## src/rtl/nv_store_seq_detect.sv

```systemverilog
module nv_store_seq_detect #(
  parameter int STORE_CYCLES = 1000
) (
  input  logic        clk,
  input  logic        rst_n,
  input  logic        ce_n,
  input  logic        we_n,
  input  logic        oe_n,
  input  logic [14:0] addr,
  input  logic        hsb_n,
  output logic        store_pulse,
  output logic        busy,
  output logic        oe_inhibit,
  output logic        wr_inhibit,
  output logic        mem_rd_ok,
  output logic        mem_wr_ok,
  output logic        dq_drive
);
  localparam int CNT_W   = $clog2(STORE_CYCLES + 1);
  localparam int STEPS   = 6;
  localparam int STEP_W  = $clog2(STEPS);

  function automatic logic [14:0] seq_addr(input logic [STEP_W-1:0] s);
    case (s)
      3'd0:    seq_addr = 15'h0E38;
      3'd1:    seq_addr = 15'h31C7;
      3'd2:    seq_addr = 15'h03E0;
      3'd3:    seq_addr = 15'h3C1F;
      3'd4:    seq_addr = 15'h303F;
      default: seq_addr = 15'h0FC0;
    endcase
  endfunction

  logic [STEP_W-1:0] step;
  logic [CNT_W-1:0]  cnt;
  logic              pulse_q;
  logic              inh_q;

  wire rd_acc = !ce_n &&  we_n;
  wire wr_acc = !ce_n && !we_n;
  wire hit    = (addr == seq_addr(step));
  wire last   = (step == STEP_W'(STEPS - 1));

  always_ff @(posedge clk) begin
    if (!rst_n) begin
      step    <= '0;
      cnt     <= '0;
      pulse_q <= 1'b0;
    end else begin
      pulse_q <= 1'b0;
      if (cnt != '0) begin
        cnt  <= cnt - 1'b1;
        step <= '0;
      end else if (rd_acc) begin
        if (hit && last) begin
          step    <= '0;
          pulse_q <= 1'b1;
          cnt     <= CNT_W'(STORE_CYCLES);
        end else if (hit) begin
          step <= step + 1'b1;
        end else begin
          step <= (addr == seq_addr('0)) ? STEP_W'(1) : '0;
        end
      end else if (wr_acc) begin
        step <= '0;
      end
    end
  end

  always_ff @(posedge clk) begin
    if (!rst_n)      inh_q <= 1'b0;
    else if (hsb_n)  inh_q <= 1'b0;
    else if (!wr_acc) inh_q <= 1'b1;
  end

  assign store_pulse = pulse_q;
  assign busy        = (cnt != '0);
  assign oe_inhibit  = busy;
  assign wr_inhibit  = inh_q;
  assign mem_rd_ok   = rd_acc && !busy;
  assign mem_wr_ok   = wr_acc && !busy && !inh_q;
  assign dq_drive    = rd_acc && !oe_n && !oe_inhibit;

  logic [CNT_W:0] run_len;
  always_ff @(posedge clk) begin
    if (!rst_n)    run_len <= '0;
    else if (busy) run_len <= run_len + 1'b1;
    else           run_len <= '0;
  end

  p_pulse_after_last_r1: assert property (@(posedge clk) disable iff (!rst_n)
    store_pulse |-> ($past(rd_acc) && $past(addr) == 15'h0FC0));

  p_pulse_single_r1: assert property (@(posedge clk) disable iff (!rst_n)
    store_pulse |=> !store_pulse);

  p_pulse_opens_window_r6: assert property (@(posedge clk) disable iff (!rst_n)
    store_pulse |-> (busy && !$past(busy)));

  p_window_len_r6: assert property (@(posedge clk) disable iff (!rst_n)
    $fell(busy) |-> (run_len == (CNT_W+1)'(STORE_CYCLES)));

  p_busy_blocks_r6: assert property (@(posedge clk) disable iff (!rst_n)
    busy |-> (!mem_rd_ok && !mem_wr_ok && !dq_drive));

  p_inhibit_holds_r7: assert property (@(posedge clk) disable iff (!rst_n)
    (wr_inhibit && !hsb_n) |=> wr_inhibit);

  p_write_finishes_r8: assert property (@(posedge clk) disable iff (!rst_n)
    ($fell(hsb_n) && $past(wr_acc) && wr_acc) |=> !wr_inhibit);

  p_inhibit_release_r9: assert property (@(posedge clk) disable iff (!rst_n)
    hsb_n |=> !wr_inhibit);
endmodule

```

## config.mk

```make
export PLATFORM = sky130hd
export DESIGN_NAME = nv_store_seq_detect
export DESIGN_NICKNAME = d
export VERILOG_FILES = /design/src/rtl/nv_store_seq_detect.sv
export SDC_FILE = /design/constraint.sdc
export NUM_CORES = 1
export LEC_CHECK = 0
export BUFFER_PORTS_ARGS = -buffer_cell sky130_fd_sc_hd__buf_4
export CAP_MARGIN = 5
export CORE_MARGIN = 4
export CORE_UTILIZATION = 45
export CTS_CLUSTER_SIZE = 24
export DETAILED_ROUTE_END_ITERATION = 12
export PLACE_DENSITY = 0.69
export SLEW_MARGIN = 20
export SYNTH_ARGS = -nofsm -noshare
export SYNTH_HDL_FRONTEND = slang
export SYNTH_SLANG_ARGS = --single-unit
```

## constraint.sdc

```tcl
create_clock -name clk -period 2.3 [get_ports clk]
set_input_delay 0.115 -clock clk [delete_from_list [all_inputs] [get_ports clk]]
set_output_delay 0.115 -clock clk [all_outputs]
set_load 0.05 [all_outputs]
```

* Word level (Yosys, flattened, before mapping)
Index checks and enable logic that the tools add are counted. Widths: inputs -> output; s select.
Operators by class: add/subtract/negate cells 2, multiply operators 0, div/mod/pow operators 0, $lt $le $gt $ge 0, equality and inequality tests 7, shift-type cells 0, multiplexer cells 10, bitwise gates (word level) 2, reduce and logical (&&, ||, !) cells 22
Operators with widths (count):
- $pmux 14 s5 | 1
- $mux 10 | 3
- $eq 15x12->1 const B | 1
- $eq 15x15->1 | 1
- $mux 3 | 4
- $reduce_bool 10->1 | 1
- $sub 10x1->10 const B | 1
- $logic_and 1x1->1 | 8
- $eq 3x2->1 const B | 2
- $eq 3x3->1 const B | 2
- $reduce_bool 2->1 | 3
- $logic_not 1->1 | 5
- $reduce_or 2->1 | 2
- $add 3x1->3 const B | 1
- $eq 3x1->1 const B | 1
- $logic_not 3->1 | 1
- $reduce_or 3->1 | 1
- $mux 1 | 2
- $not 1->1 | 2
- $reduce_and 2->1 | 1
Storage, ports and cells: register bits after elaboration 15, latch bits 0, RAM bits 0, ROM bits 0, output and inout port bits 7, logic and storage cells 47, memories 0

* Longest topological paths before layout
Gate-level depths: netlist (run 1).
depth after elaboration 7, depth in mapped cells 10, gate-level depth less buffers 9

* Least setup slack after synthesis (run 1)
No wires, ideal clock.
path type register to output, start register cnt[0], end output dq_drive, data arrival time 2.886 ns, data required time 2.185 ns, path slack -0.701 ns, stages on the path, launching flop included 10, path through dfxtp_1 -> inv_1 -> ha_1 -> nand2_1 -> or2_2 -> nor2_4 -> inv_1 -> buf_6 -> nor2b_1 -> nor2b_1
Between the ends: word-level cells in the longest chain between the ends 3
Ends and longest elaborated chain:
- start: declaration | RTL line 35 | logic [CNT_W-1:0] cnt;
- start signal: assignment | RTL line 52 | cnt <= cnt - 1'b1;
- start signal: assignment | RTL line 58 | cnt <= CNT_W'(STORE_CYCLES);
- $reduce_bool 10->1 | RTL line 77 | assign busy = (cnt != '0);
- net busy | RTL line 12 | output logic busy,
- $logic_not 1->1 | RTL line 82 | assign dq_drive = rd_acc && !oe_n && !oe_inhibit;
- $logic_and 1x1->1 | RTL line 82
- end: declaration | RTL line 17 | output logic dq_drive
The timed path passes the listed nets, and every way through them passes these cells.

* Worst setup path after layout (run 1)
start register step[0], end register cnt[1]
Between the ends: word-level cells in the longest chain between the ends 6, elaborated cells on any way between the ends 11, those cells by class eq/ne (6); mux (1); reduce/logical (4)
Ends and longest elaborated chain:
- start: declaration | RTL line 34 | logic [STEP_W-1:0] step;
- start signal: assignment | RTL line 60 | step <= step + 1'b1;
- start signal: assignment | RTL line 62 | step <= (addr == seq_addr('0)) ? STEP_W'(1) : '0;
- $eq 3x3->1, or another cell as far along | RTL line 24 | case (s)
- $pmux 14 s5 | RTL line 24
- $eq 15x15->1 | RTL line 41 | wire hit = (addr == seq_addr(step));
- $logic_and 1x1->1 * | RTL line 55 | if (hit && last) begin
- $reduce_bool 2->1 (no line) *
- $reduce_and 2->1 (no line) *
Mark *: on every way between the ends. The rest lies on a longest branch, timed or not. A chain may end at the register's enable or synchronous reset.

==> flow_summary.yaml, run 1 <==
outcome:
  status: "completed"
timing:
  final.setup.worst_slack_ns: 0.103
  slew_viol_final: 0
  finalHoldWorstSlack_ns: 0.138
  worst_pin_slew_ns: 0.514
  fin_setup_tns_ns: 0
  setup_viol: 0
  fin_crit_ns: 2.20
  fmaxAchievable_mhz: 455
  min_period_over_period_pct: 95.5
  max_slew_margin_pct: 65.5
  hold_viol_final: 0
  fin_skew_ns: 0.00377
yosys:
  ys_ff_latch: 15
  seq_area_frac_synth_pct: 26.9
  synth_common_cells: "dfxtp_1 (15), nor2_1 (14), nand2_1 (12)"
  syn_area_per_cell_um2: 7.98
  synth_nets: 167
  ys_types: 45
  synth_top_cell_by_area: "dfxtp_1"
  synthArstFlopShare_pct: 0
  yosysWarnings: 0
  netlist_area_um2: 1120
  synth_edf_count: 0
  ys.flop_type: "dfxtp_1"
  synth.most_common_cell: "dfxtp_1"
  yosysTopAreaCellShare_pct: 26.9
  yosys-top-cells-area: "dfxtp_1 (27%), ha_1 (6.7%), nor2_1 (4.7%)"
  syn-instance-count: 140
global_route:
  grt_usage_pct: 16.2
  grt_max_degree: 18
  antenna_found_initial: 0
  grt_first_pass_wirelength_um: 4400
  grt.overflow.total: 0
  grt_pass1_vias: 1052
placement:
  dp_cells: 192
  dp_hpwl_um: 2010
  pre_cts_slack_ns: 0.0723
  port_buffers: 27
  place.gp.congestion: 0.813
power_and_ir_drop:
  leakage_nw: 0.576
  clockPowerShare_pct: 11.2
  vdd.ir_drop.worst_uv: 823
  report.power.total_w: 0.00138
  power_density_nw_per_um2: 983
  swShare_pct: 45.5
  pwr-share-comb_pct: 59.6
  p_int_w: 0.000754
  seqPwrFrac_pct: 29.2
  switchingPower_w: 0.000629
floorplan:
  die_h_um: 57.8
  start_util_pct: 48.6
  io_pins: 28
  core_area_um2: 2300
  die_area_um2: 3340
  core.rowCount: 17
  die_w_um: 57.8
clock_tree:
  path_clk_slew_ns: 0.09
  cts_sinks: 15
  cts_tree: "built"
  htreeDepth: 1
  numCtsBuffers: 3
  cts-root-buf: "clkbuf_4"
  cts.path.max_buffers: 2
  clock_latency_ns: 0.28
setup_path:
  cp_max_fo: 5
  rr_endpoint: "cnt[1]"
  slowest_stage: "dfxtp_2"
  crit_cells: 9
  cp-startpoint: "step[0]"
  r2r-start: "step[0]"
  path_class: "reg2reg"
  crit_end: "cnt[1]"
  end_kind: "flip-flop"
  crit_top_cell: "ha_1"
  crit_family: "simple AND/OR/NAND/NOR gates"
  rr_worst_depth: 9
  r2r_slack_ns: 0.10
  crit_path_start_kind: "flip-flop"
  critPathRequiredTime_ns: 2.48
  crit_buf_inv: 0
  cpPeakStageDelay_ns: 0.35
  cp.arrival_ns: 2.38
  crit_chain: "ha_1, ha_1, nor3_2, nor2_1, o31a_2, o22ai_2, and4_4, o31ai_1, and2_1"
detailed_routing:
  vias_per_cell: 5.55
  drt-initial-drc-count: 34
  dr.pass1.iters: 4
  post-route-drc-count: 0
  postRouteAntennaNets: 0
  vias: 1110
  wl_um: 2600
  post_drt_wl_per_cell_um: 13.0
hold_path:
  hold_class: "in2reg"
final_layout:
  final_cells: 200
  nets: 200
  seq_area_um2: 303
  area_growth_pct: 26.0
  multiInputGateArea_um2: 754
  drive_above_1_share_pct: 32.6
  n_antenna_cell: 0
  fillers: 212
flow_run:
  max-cap-violations: 0
[cells in the final DEF (no fill, tap or decap), types with 2 or more instances in the layout]
cell type	count
nand3_1	5
nand3b_1	2
dfxtp_2	2
mux2i_1	2
buf_4	31
and3_1	2
nor2_1	14
xor2_1	3
o31ai_1	3
nor4_1	2
o22ai_1	3
ha_1	5
dfxtp_1	13
nor2b_4	2
nor3_1	5
o21ai_0	4
clkbuf_4	3
nor2b_1	4
nor3_2	2
or3_1	3
inv_1	7
nand4_1	4
nand2_1	12
nor3b_1	2
a21oi_1	6
nand2b_1	6
and3_2	2
[per-layer routing]
metal | global-route usage [%] | up-vias | share of wire [%]
li1 | - | 562 | -
met1 | 19.4 | 488 | 43
met3 | 4.68 | 4 | 10
met4 | 7.28 | 0 | 1.7
met5 | 0 | - | 0
met2 | 26.8 | 56 | 45
[worst register-to-register path: cells and delay by family (launching register included)]
| family | cells | cell delay [ns] |
|---|---|---|
| AO/OA/AOI/OAI | 3 | 0.53 |
| adder cells (fa/ha/maj) | 2 | 0.48 |
| flip-flops | 1 | 0.35 |
| AND/OR/NAND/NOR | 4 | 0.74 |
[what timing repair did]
item | 4_1_cts | 5_1_grt
gates resized for setup | 0 | 6
endpoints found under the hold margin | 1 | 0
hold buffers | 1 | 0
setup buffers | 0 | 3
endpoints found under the setup margin | 0 | 13
[power by group through the flow]
stage | clock, W | sequential [W] | combinational (W)
after floorplan | 0 | 0.000398 | 0.000618
after global placement | 0 | 0.000406 | 0.000741
after detailed placement | 0 | 0.000409 | 0.000753
after CTS | 0.000159 | 0.000403 | 0.000760
after global routing | 0.000172 | 0.000418 | 0.000911
final | 0.000155 | 0.000404 | 0.000825
[logic make-up (layout without fill, tap and decap cells)]
| logic type | after synthesis | after routing | share of synthesized area (%) |
|---|---|---|---|
| flip-flops | 15 | 15 | 26.9 |
| buffers and inverters | 13 | 45 | 7.61 |
| adder cells (fa/ha/maj) | 6 | 6 | 6.72 |
| AND/OR/NAND/NOR | 74 | 74 | 37.6 |
| XOR/XNOR | 4 | 4 | 3.14 |
| AO/OA/AOI/OAI | 26 | 26 | 16.2 |
| multiplexers | 2 | 2 | 1.79 |
[flip-flops by register name (all words and copies together), names as in the netlist]
signal       flops
cnt             10
step             3
store_pulse      1
wr_inhibit       1
[through the flow]
stage | util (%) | cell area (um^2)
finish | 61.3 | 1410
global placement | 57.9 | 1330
detailed placement | 57.9 | 1330
floorplan | - | 1130
CTS | 59.5 | 1370
global route | 61.3 | 1410
[area by class of cell]
class | instances | share of cell area (%)
timing repair buffer | 33 | 18.0
multi-input combinational | 112 | 53.6
tap | 28 | 2.49
sequential | 15 | 21.5
clock inverter | 1 | 0.356
inverter | 8 | 2.40
clock buffer | 3 | 1.60
[worst min path at each step]
stage | depth (start not counted) | slack [ns] | start | end
after floorplan | 1 | 0.19 | hsb_n | wr_inhibit
after global placement | 2 | 0.28 | hsb_n | wr_inhibit
after detailed placement | 2 | 0.28 | hsb_n | wr_inhibit
after CTS | 3 | 0.13 | ce_n | step[1]
after global routing | 3 | 0.15 | ce_n | step[1]
final | 3 | 0.14 | ce_n | step[1]
No activity file was read; power rests on OpenSTA's default activity.
==> run 2, diff against run 1 <==
==> constraint.sdc (replaced) <==
create_clock -name clk -period 2.3 [get_ports clk]
set_input_delay 0.115 -clock clk [delete_from_list [all_inputs] [get_ports clk]]
set_output_delay 0.115 -clock clk [all_outputs]
set_load 0.1 [all_outputs]
==> run 2 against run 1 <==
  * Largest cell class unchanged
  * First-iteration DRC count grew 21%
  * Via count is 2.8% lower
  * Final cell count fell by 2.0%
==> flow_summary.yaml, run 2 (synthesized netlist as in run 1, its figures left out) <==
outcome:
  status: "completed"
detailed_routing:
  wl_um: 2650
  post-route-drc-count: 0
  vias: 1079
  postRouteAntennaNets: 0
  post_drt_wl_per_cell_um: 13.5
  vias_per_cell: 5.51
  drt-initial-drc-count: 41
  dr.pass1.iters: 4
power_and_ir_drop:
  p_int_w: 0.000739
  swShare_pct: 50.4
  clockPowerShare_pct: 10.2
  vdd.ir_drop.worst_uv: 1420
  report.power.total_w: 0.00149
  pwr-share-comb_pct: 61.6
  leakage_nw: 0.565
  seqPwrFrac_pct: 28.3
  switchingPower_w: 0.000751
  power_density_nw_per_um2: 1050
final_layout:
  final_cell_mix: "buf_4 (27), nor2_1 (14), nand2_1 (11), dfxtp_1 (11)"
  top_register: "cnt"
  drive_above_1_share_pct: 33.9
  n_antenna_cell: 0
  design_area_um2: 1420
  seq_area_um2: 308
  fillers: 215
  nets: 196
  final_common_cell: "buf_4"
  final_cells: 196
  largest_register_ffs: 10
  reg_top3: "cnt (10), step (3)"
  multiInputGateArea_um2: 797
  area_growth_pct: 27.1
clock_tree:
  cts-root-buf: "clkbuf_4"
  clock_latency_ns: 0.28
  htreeDepth: 1
  path_clk_slew_ns: 0.09
  cts_sinks: 15
  cts.path.max_buffers: 2
  post_cts_buffers: 0
  cts_tree: "built"
  numCtsBuffers: 3
floorplan:
  io_pins: 28
  core.rowCount: 17
  die_area_um2: 3340
  die_w_um: 57.8
  die_h_um: 57.8
  start_util_pct: 48.6
  core_area_um2: 2300
setup_path:
  slowest_stage: "or3_1"
  crit_path_start_kind: "flip-flop"
  crit_chain: "inv_1, ha_1, or3_1, a21boi_2, a21oi_1, o22ai_4, and4_4, nor3_2, o21a_1"
  end_kind: "flip-flop"
  cp_max_fo: 5
  path_class: "reg2reg"
  cp.arrival_ns: 2.39
  cpPeakStageDelay_ns: 0.40
  critPathRequiredTime_ns: 2.48
global_route:
  antenna_found_initial: 0
  grt_usage_pct: 16.7
  grt_max_degree: 18
  grt_first_pass_wirelength_um: 4490
  grt_pass1_vias: 1053
  grt.overflow.total: 0
hold_path:
  hold_class: "in2reg"
timing:
  hold_viol_final: 0
  fin_skew_ns: 0.00447
  slew_viol_final: 0
  worst_pin_slew_ns: 0.530
  setup_viol: 0
  fmaxAchievable_mhz: 452
  min_period_over_period_pct: 96.2
  finalHoldWorstSlack_ns: 0.127
  fin_crit_ns: 2.21
  max_slew_margin_pct: 64.4
flow_run:
  max-cap-violations: 0
placement:
  port_buffers: 27
  dp_hpwl_um: 2120
  dpl-instance-area_um2: 1350
  place.gp.congestion: 0.803
  dp_cells: 191
==> run 2: cell count changes in the layout (fill, tap and decap cells not counted), sizes merged <==
cell      previous run  this run
clkbuf               3         4
inv                  7         8
buf                 32        28
clkinv               1         0
clkinvlp             1         0
==> run 2: through the flow <==
stage	worst slack, ns	TNS (ns)	util (%)
6_report	0.0882	0	61.8
5_1_grt	-0.0331	-0.0677	61.8
4_1_cts	0.0412	0	60.5
3_5_place_dp	0.0624	0	58.9
3_3_place_gp	0.174	0	58.9
2_1_floorplan	-0.179	-0.179	-
==> run 2: critical path: cells and delay by family (launching register included) <==
kind,cells,cell delay (ns)
compound gates,4,0.71
fa+ha+maj,1,0.24
buf+inv,1,0.07
flops,1,0.36
simple gates,3,0.73
==> run 2: power by group through the flow <==
stage	clock network, W	registers [W]	logic, W
after floorplan	0	0.000419	0.000811
after CTS	0.000159	0.000423	0.000922
after global placement	0	0.000424	0.000900
after detailed placement	0	0.000429	0.000918
after global routing	0.000176	0.000432	0.00101
final	0.000151	0.000421	0.000917
==> run 2: cell type report <==
| class | instances | area share [%] |
|---|---|---|
| multi-input combinational | 112 | 56.1 |
| sequential | 15 | 21.7 |
| timing repair buffer | 29 | 15.8 |
| tap | 28 | 2.47 |
| inverter | 8 | 2.11 |
| clock buffer | 4 | 1.85 |
==> run 2: what timing repair did <==
action | CTS | global route
hold buffers | 1 | 0
resized for setup | 0 | 7
endpoints found under the hold margin | 1 | 0
setup endpoints to repair | 0 | 13
==> run 2: final timing paths <==
path                                 to     from  slack [ns]  cells after the start
worst max register to register   cnt[0]  step[1]        0.09                      9
worst min-delay path            step[2]     ce_n        0.13                      3
worst min register to register  step[0]  step[0]        0.50                      1
worst max-delay path             cnt[0]  step[1]        0.09                      9
==> run 2: per-layer routing <==
metal / up-vias / wire [um] / GRT usage (%)
li1: 554 / - / -
met1: 490 / 1160 / 20.8
met5: - / 0 / 0
met3: 4 / 144 / 4.23
met4: 0 / 23 / 1.99
met2: 31 / 1310 / 29.5
